--- src/rtl/rrm_pkg.sv ---
package rrm_pkg;
  // Default array geometry: a power-of-two bottom bank and a small top bank
  localparam int DEF_BOT_ROWS   = 512;
  localparam int DEF_TOP_ROWS   = 2;
  localparam int DEF_BOT_SPARES = 2;
  localparam int DEF_TOP_SPARES = 2;

  typedef enum logic {
    BANK_LOWER = 1'b0,
    BANK_UPPER = 1'b1
  } bank_e;
endpackage

--- src/rtl/rrm_bank_match.sv ---
// Compares one bank's spares against the in-bank row index
module rrm_bank_match #(
  parameter int NSP = 2,
  parameter int AW  = 9
) (
  input  logic              bank_hit,
  input  logic [AW-1:0]     row_idx,
  input  logic [NSP-1:0]    sp_en,
  input  logic [NSP*AW-1:0] sp_addr,
  output logic [NSP-1:0]    sp_hit
);
  for (genvar k = 0; k < NSP; k++) begin : g_cmp
    assign sp_hit[k] = bank_hit && sp_en[k] && (sp_addr[k*AW +: AW] == row_idx);
  end
endmodule

--- src/rtl/rrm_priority.sv ---
// Lowest index wins; flags any second contender
module rrm_priority #(
  parameter int N = 4
) (
  input  logic [N-1:0] hits,
  output logic [N-1:0] grant,
  output logic         multi,
  output logic         any
);
  logic [N-1:0] seen;

  for (genvar i = 0; i < N; i++) begin : g_chain
    if (i == 0) begin : g_first
      assign seen[i]  = hits[i];
      assign grant[i] = hits[i];
    end else begin : g_rest
      assign seen[i]  = seen[i-1] | hits[i];
      assign grant[i] = hits[i] & ~seen[i-1];
    end
  end

  assign any   = seen[N-1];
  assign multi = (hits & ~grant) != '0;
endmodule

--- src/rtl/rrm_spare_row_remap.sv ---
module rrm_spare_row_remap
  import rrm_pkg::*;
#(
  parameter int BOT_ROWS   = DEF_BOT_ROWS,
  parameter int TOP_ROWS   = DEF_TOP_ROWS,
  parameter int BOT_SPARES = DEF_BOT_SPARES,
  parameter int TOP_SPARES = DEF_TOP_SPARES,
  localparam int ROW_W  = $clog2(BOT_ROWS + TOP_ROWS),
  localparam int BOT_AW = $clog2(BOT_ROWS),
  localparam int TOP_AW = (TOP_ROWS > 1) ? $clog2(TOP_ROWS) : 1,
  localparam int NSP    = BOT_SPARES + TOP_SPARES
) (
  input  logic                     clk,
  input  logic                     rst_n,
  input  logic                     in_valid,
  output logic                     in_ready,
  input  logic [ROW_W-1:0]         in_row,
  input  logic [BOT_SPARES-1:0]    bot_en,
  input  logic [BOT_SPARES*BOT_AW-1:0] bot_addr,
  input  logic [TOP_SPARES-1:0]    top_en,
  input  logic [TOP_SPARES*TOP_AW-1:0] top_addr,
  output logic                     out_valid,
  input  logic                     out_ready,
  output logic                     out_normal_valid,
  output logic [ROW_W-1:0]         out_row,
  output logic [NSP-1:0]           out_spare_sel,
  output logic                     out_multi_hit
);
  // Bank decode: the bottom bank is a power of two, so the top-bank index
  // is simply the low bits of the row address.
  bank_e bank;
  assign bank = (in_row >= ROW_W'(BOT_ROWS)) ? BANK_UPPER : BANK_LOWER;

  logic [BOT_SPARES-1:0] bot_hit;
  logic [TOP_SPARES-1:0] top_hit;

  rrm_bank_match #(.NSP(BOT_SPARES), .AW(BOT_AW)) u_bot (
    .bank_hit (bank == BANK_LOWER),
    .row_idx  (in_row[BOT_AW-1:0]),
    .sp_en    (bot_en),
    .sp_addr  (bot_addr),
    .sp_hit   (bot_hit)
  );

  rrm_bank_match #(.NSP(TOP_SPARES), .AW(TOP_AW)) u_top (
    .bank_hit (bank == BANK_UPPER),
    .row_idx  (in_row[TOP_AW-1:0]),
    .sp_en    (top_en),
    .sp_addr  (top_addr),
    .sp_hit   (top_hit)
  );

  logic [NSP-1:0] all_hit, grant;
  logic           multi, any_hit;
  assign all_hit = {top_hit, bot_hit};

  rrm_priority #(.N(NSP)) u_pri (
    .hits  (all_hit),
    .grant (grant),
    .multi (multi),
    .any   (any_hit)
  );

  // Single output stage with valid/ready
  logic take;
  assign in_ready = !out_valid || out_ready;
  assign take     = in_valid && in_ready;

  always_ff @(posedge clk) begin
    if (!rst_n) begin
      out_valid        <= 1'b0;
      out_normal_valid <= 1'b0;
      out_row          <= '0;
      out_spare_sel    <= '0;
      out_multi_hit    <= 1'b0;
    end else begin
      if (take) begin
        out_valid        <= 1'b1;
        out_normal_valid <= !any_hit;
        out_row          <= in_row;
        out_spare_sel    <= grant;
        out_multi_hit    <= multi;
      end else if (out_ready) begin
        out_valid        <= 1'b0;
      end
    end
  end
endmodule

--- config.mk ---
export PLATFORM = sky130hd
export DESIGN_NAME = rrm_spare_row_remap
export DESIGN_NICKNAME = d
export VERILOG_FILES = /design/src/rtl/rrm_pkg.sv /design/src/rtl/rrm_bank_match.sv /design/src/rtl/rrm_priority.sv /design/src/rtl/rrm_spare_row_remap.sv
export SDC_FILE = /design/constraint.sdc
export NUM_CORES = 1
export LEC_CHECK = 0
export CAP_MARGIN = 15
export CORE_ASPECT_RATIO = 0.7
export CORE_MARGIN = 1
export CORE_UTILIZATION = 39
export CTS_BUF_LIST = sky130_fd_sc_hd__clkbuf_8
export CTS_CLUSTER_SIZE = 24
export DETAILED_ROUTE_END_ITERATION = 10
export GPL_TIMING_DRIVEN = 1
export PLACE_DENSITY = 0.78
export RECOVER_POWER = 50
export SLEW_MARGIN = 25
export SYNTH_ARGS = -nofsm -noshare
export SYNTH_HDL_FRONTEND = slang
export SYNTH_HIERARCHICAL = 1
export SYNTH_SLANG_ARGS = --single-unit
--- constraint.sdc ---
create_clock -name clk -period 1.75 [get_ports clk]
set_clock_uncertainty 0.1 [all_clocks]
set_input_delay 0.175 -clock clk [delete_from_list [all_inputs] [get_ports clk]]
set_output_delay 0.175 -clock clk [all_outputs]
set_load 0.02 [all_outputs]
==> reports/results.ini, run 1 <==
[route]
remaining_drc_errors=0
vias_per_cell=4.619
wl_um=2608
vias=970
drt_iter0_markers=18
wl_per_cell_um=12.42
ant_nets=0
first_pass_iters=4

[timing]
timing.fmax_ghz=0.5930
final-hold-violation-count=0
tightestPinTransition_ps=299.1
fin_crit_sh_pct=96.36
drv_slew=0
setup_viol=0
relSlewSlack_pct=80.06
tns_ps=0
period_minus_slack_ps=1686

[critical_path]
timing_worst_setup_path_type=in2out
cp.arrival_ps=1410
cp-end-kind=output port
worstPathRequired_ps=1470
critPathLaunchType=primary input
crit_fanout=4

[cells_and_area]
syn_to_final_growth_pct=67.41
final_area_mm2=0.001690
final_nets=215
final_core_util_pct=68.75
fillers=209
antenna_cells=0
finalNonFillerCells=210
multi_input_area_um2=628.1
register_area_um2=340.3
drive_gt1_share_pct=11.36

[clock_tree]
cts_buffers=3
cts_hold_buf=0
clock_latency_ps=250
clock_sinks=17
h-tree-depth=1
cts.reportedPaths.clkPinSlew_ps=70
cts_tree=yes
clockBufferDepth=2
root_buffer=clkbuf_8

[global_routing]
track_usage_pct=18.34
antenna_found_initial=0
grt_max_degree=33
grt_pass1_wl_um=3788
grt_pass1_vias=886
globalRoute.totalOverflow=0

[synth]
synthCells=115
yosysTopAreaCell=dfxtp_1
syn-cell-area_mm2=0.001010
synth_nets=153
synth-edff-count=0
synth_area_leaders=dfxtp_1 34%, xnor2_1 17%, mux2i_1 15%
synth-seq-cells=17
ys_warn_count=6
ys_types=23
synth_flop_cell=dfxtp_1
synth-async-reset-ratio_pct=0
seq_area_frac_synth_pct=33.71
synth.top_cell.area_share_pct=33.71
syn_area_per_cell_um2=8.780

[floorplan]
die_h_um=44.57
core_area_mm2=0.002459
rows=15
start_util_pct=41.07
die_w_um=62.82
die-area_mm2=0.002800
pin_count=56

[power_and_ir_drop]
ir_worst_vdd_mv=0.2914
p_total_w=0.001009
pwr_density_cell_mw_per_mm2=597.1
power.leakage_nw=0.7258

[place]
post_dp_cell_area_mm2=0.001602
place_inst=204
io_buffers=55
hpwl_um=1982
gp_congestion=0.7238

[worst_hold_path]
hp-class=in2reg

[run_status]
status=finished clean

[run]
drv_cap=0

## power breakdown
| part | total, W | switching [W] | internal (W) |
|---|---|---|---|
| Clock | 0.000294 | 0.000136 | 0.000158 |
| Sequential | 0.000417 | 0.00000976 | 0.000407 |
| Combinational | 0.000299 | 0.000125 | 0.000174 |
| Total | 0.00101 | 0.000270 | 0.000739 |
## worst max-delay path, cell delays in order
cell and delay, ps:
clkdlybuf4s50_1 450, nand2b_1 160, clkdlybuf4s50_1 620
## cells in the mapped netlist, types with 2 or more instances
master     n
nand2_1   32
inv_1      2
nand3_1    3
clkbuf_1   4
mux2i_1   15
xnor2_1   20
nor3_2     2
and3_1     2
dfxtp_1   17
nor2_1     2
nand4_1    4
## state kept, by name (all words and copies together) (netlist names)
name	flops
out_normal_valid	1
out_valid	1
out_multi_hit	1
out_row	10
out_spare_sel	4
## cell type report
| cell class | count | share of cell area, % |
|---|---|---|
| tap | 34 | 2.517 |
| inverter | 2 | 0.4441 |
| clock inverter | 1 | 0.2961 |
| sequential | 17 | 20.13 |
| clock buffer | 3 | 2.443 |
| timing repair buffer | 64 | 37.01 |
| multi-input combinational | 89 | 37.16 |
## through the flow
stage | hold WS (ps) | setup slack, ps
after CTS | 359.0 | 33.19
after global routing | 165.6 | -20.30
after detailed placement | 346.3 | -232.0
final | 156.2 | 63.66
after global placement | 341.5 | -175.7
after floorplan | 214.0 | 405.7
## timing repair
| action | in CTS | in global routing |
|---|---|---|
| buffers inserted | 0 | 2 |
| setup endpoints to repair | 0 | 5 |
| resized for setup | 0 | 7 |
## cells in the final DEF (no fill, tap or decap), types with 3 or more instances in the layout
master	n
buf_4	9
clkbuf_8	3
clkdlybuf4s50_1	47
dfxtp_1	17
dlygate4sd3_1	5
dlymetal6s2s_1	3
mux2i_1	15
nand2_1	32
nand3_1	3
nand4_1	4
xnor2_1	18
## routing by layer
metal  track usage (%)  up-vias  share of wire, %
li1                  -      499                 -
met5                 0        -                 0
met4             10.23        0               2.0
met3             9.536        6               7.9
met1             19.47      430                42
met2             30.22       35                48
## final timing paths
| kind | start | end | cells after the start | slack, ps |
|---|---|---|---|---|
| worst max-delay path | out_ready | in_ready | 3 | 60 |
| worst min-delay path | in_row[7] | out_row[7] | 3 | 160 |
| worst max register to register | out_valid | out_row[6] | 3 | 560 |
| worst min register to register | out_row[1] | out_row[1] | 2 | 350 |
## logic make-up after synthesis
kind of cell              after synthesis  share of synthesized area, %
DFF                                    17                         33.71
and+or+nand+nor                        50                         25.03
AOI/OAI and AO/OA                       4                         2.974
xor gates and xnor gates               20                         17.35
buffers and inverters                   9                         6.072
muxes                                  15                         14.87
(Power assumes the default switching activity.)
==> inputs of run 2 (changes only) <==
--- a/config.mk
+++ b/config.mk
@@ -5,11 +5,11 @@
 export SDC_FILE = /design/constraint.sdc
 export NUM_CORES = 1
 export LEC_CHECK = 0
-export CAP_MARGIN = 15
+export CAP_MARGIN = 10
 export CORE_ASPECT_RATIO = 0.7
 export CORE_MARGIN = 1
 export CORE_UTILIZATION = 39
-export CTS_BUF_LIST = sky130_fd_sc_hd__clkbuf_8
+export CTS_BUF_LIST = sky130_fd_sc_hd__clkbuf_2
 export CTS_CLUSTER_SIZE = 24
 export DETAILED_ROUTE_END_ITERATION = 10
 export GPL_TIMING_DRIVEN = 1
==> constraint.sdc (replaced) <==
create_clock -name clk -period 1.75 [get_ports clk]
set_clock_uncertainty 0.1 [all_clocks]
set_input_delay 0.4375 -clock clk [delete_from_list [all_inputs] [get_ports clk]]
set_output_delay 0.4375 -clock clk [all_outputs]
set_load 0.02 [all_outputs]
==> reports/results.ini, run 2 (synthesis results as in run 1) <==
[floorplan]
pin_count=56  ; unchanged
core_area_mm2=0.002459  ; unchanged
start_util_pct=41.07  ; unchanged
die-area_mm2=0.002800  ; unchanged
die_w_um=62.82  ; unchanged
die_h_um=44.57  ; unchanged
rows=15  ; unchanged

[route]
vias=979  ; was 970
drt_iter0_markers=25  ; was 18
remaining_drc_errors=0  ; unchanged
first_pass_iters=5  ; was 4
vias_per_cell=4.662  ; was 4.619
wl_um=2666  ; was 2608 um
wl_per_cell_um=12.70  ; was 12.42 um
ant_nets=0  ; unchanged

[cells_and_area]
final_common_cell=dlygate4sd2_1  ; was clkdlybuf4s50_1
drive_gt1_share_pct=14.77  ; was 11.36%
final_core_util_pct=65.75  ; was 68.75%
largest-register=out_row  ; unchanged
layout_common_cells=34 x dlygate4sd2_1, 32 x nand2_1, 19 x xnor2_1  ; was 47 x clkdlybuf4s50_1, 32 x nand2_1, 18 x xnor2_1
reg_top3=out_row: 10 flops, out_spare_sel: 4 flops  ; unchanged
largest_register_ffs=10  ; unchanged
antenna_cells=0  ; unchanged
final_nets=215  ; unchanged
syn_to_final_growth_pct=60.10  ; was 67.41%

[clock_tree]
cts.reportedPaths.clkPinSlew_ps=160  ; was 70 ps
root_buffer=clkbuf_2  ; was clkbuf_8
h-tree-depth=1  ; unchanged
clockBufferDepth=2  ; unchanged
cts_tree=yes  ; unchanged
clock_sinks=17  ; unchanged
cts_buffers=3  ; unchanged
cts_hold_buf=0  ; unchanged
clock_latency_ps=310  ; was 250 ps

[critical_path]
slowest_delay_ps=280  ; was 620 ps
crit_fanout=4  ; unchanged
worstPathRequired_ps=1860  ; was 1470 ps
timing_worst_setup_path_type=in2reg  ; was in2out
crit_chain=dlygate4sd2_1 -> xnor2_1 -> nand4_1 -> nor3_4 -> buf_4 -> and2b_2 -> nand2_1 -> mux2i_1  ; was clkdlybuf4s50_1 -> nand2b_1 -> clkdlybuf4s50_1
cp_slowest_cell=nor3_4  ; was clkdlybuf4s50_1
cp.arrival_ps=1830  ; was 1410 ps
cp.buffers_inverters=2  ; unchanged
critPathLaunchType=primary input  ; unchanged
crit_family=simple AND/OR/NAND/NOR gates  ; was buffers and inverters
cp-end-kind=register  ; was output port

[global_routing]
track_usage_pct=19.77  ; was 18.34%
antenna_found_initial=0  ; unchanged
globalRoute.totalOverflow=0  ; unchanged
grt_pass1_vias=973  ; was 886
grt_max_degree=33  ; unchanged
grt_pass1_wl_um=4202  ; was 3788 um

[worst_hold_path]
hp-class=in2reg  ; unchanged

[timing]
drv_slew=0  ; unchanged
tns_ps=0  ; unchanged
setup_viol=0  ; unchanged
fin_ws_ps=23.34  ; was 63.66 ps
period_minus_slack_ps=1727  ; was 1686 ps
timing.fmax_ghz=0.5792  ; was 0.5930 GHz
tightestPinTransition_ps=289.0  ; was 299.1 ps
final-hold-violation-count=0  ; unchanged
fin_crit_sh_pct=98.67  ; was 96.36%
relSlewSlack_pct=80.73  ; was 80.06%

[power_and_ir_drop]
power.leakage_nw=0.7935  ; was 0.7258 nW
pwr_density_cell_mw_per_mm2=537.5  ; was 597.1 mW/mm2
ir_worst_vdd_mv=0.3582  ; was 0.2914 mV
p_total_w=0.0008690  ; was 0.001009 W

[place]
hpwl_um=1975  ; was 1982 um
io_buffers=55  ; unchanged
dp_slack_ps=-544.6  ; was -232.0 ps
gp_congestion=0.7078  ; was 0.7238

[run]
drv_cap=0  ; unchanged

[run_status]
status=finished clean  ; unchanged

==> run 2: report_power, final <==
part	switching, W	internal, W	leakage [nW]
Combinational	0.000128	0.000142	0.638
Clock	0.000130	0.0000517	0.0164
Sequential	0.00000950	0.000407	0.139
Total	0.000267	0.000601	0.793
==> run 2: path summary, 6_finish.rpt <==
path	to	slack [ps]	cells after the start	from
setup / recovery	out_spare_sel[1]	20	8	bot_addr[4]
hold / removal	out_row[4]	290	3	in_row[4]
setup reg to reg	out_spare_sel[1]	450	4	out_valid
hold reg to reg	out_row[7]	360	2	out_row[7]
==> run 2: routing by layer <==
layer	vias up	part of all wire [%]	GRT usage, %
met3	4	6.3	7.990
met1	442	45	22.45
met2	35	48	35.00
met5	-	0	0
met4	0	0.86	5.581
li1	498	-	-
==> run 2: timing repair <==
action	in CTS	in global routing
setup endpoints to repair	23	3
setup buffers	2	1
resized for setup	49	14
pin swaps	24	17
==> run 2: area by class of cell <==
type                    instances  area [um2]
inverters                       2       7.507
multi-input cells              89       634.4
clock buffers                   3       15.01
fillers                       222       842.1
well taps                      34       42.54
clock inverters                 1       5.005
flip-flops and latches         17       340.3
repair buffers                 64       571.8
==> run 2: metrics by stage <==
| step | instance area (um2) | hold WS [ps] | cells |
|---|---|---|---|
| finish | 1617 | 289.5 | 210 |
| global route | 1617 | 260.2 | 210 |
| CTS | 1608 | 366.4 | 209 |
| detailed placement | 1607 | 351.0 | 203 |
| global placement | 1607 | 342.4 | 203 |
| floorplan | 1010 | 433.2 | 115 |
==> run 2: worst register-to-register path: cells and delay by family (launching register included) <==
kind	cells	cell delay, ps
buffers and inverters	1	140
DFF	1	340
muxes	1	240
and+or+nand+nor	2	420
==> inputs of run 3 (changes only) <==
--- a/config.mk
+++ b/config.mk
@@ -5,7 +5,6 @@
 export SDC_FILE = /design/constraint.sdc
 export NUM_CORES = 1
 export LEC_CHECK = 0
-export CAP_MARGIN = 10
 export CORE_ASPECT_RATIO = 0.7
 export CORE_MARGIN = 1
 export CORE_UTILIZATION = 39
==> results of run 3 <==
The final DEF is identical to that of run 2; final timing and power are the same.
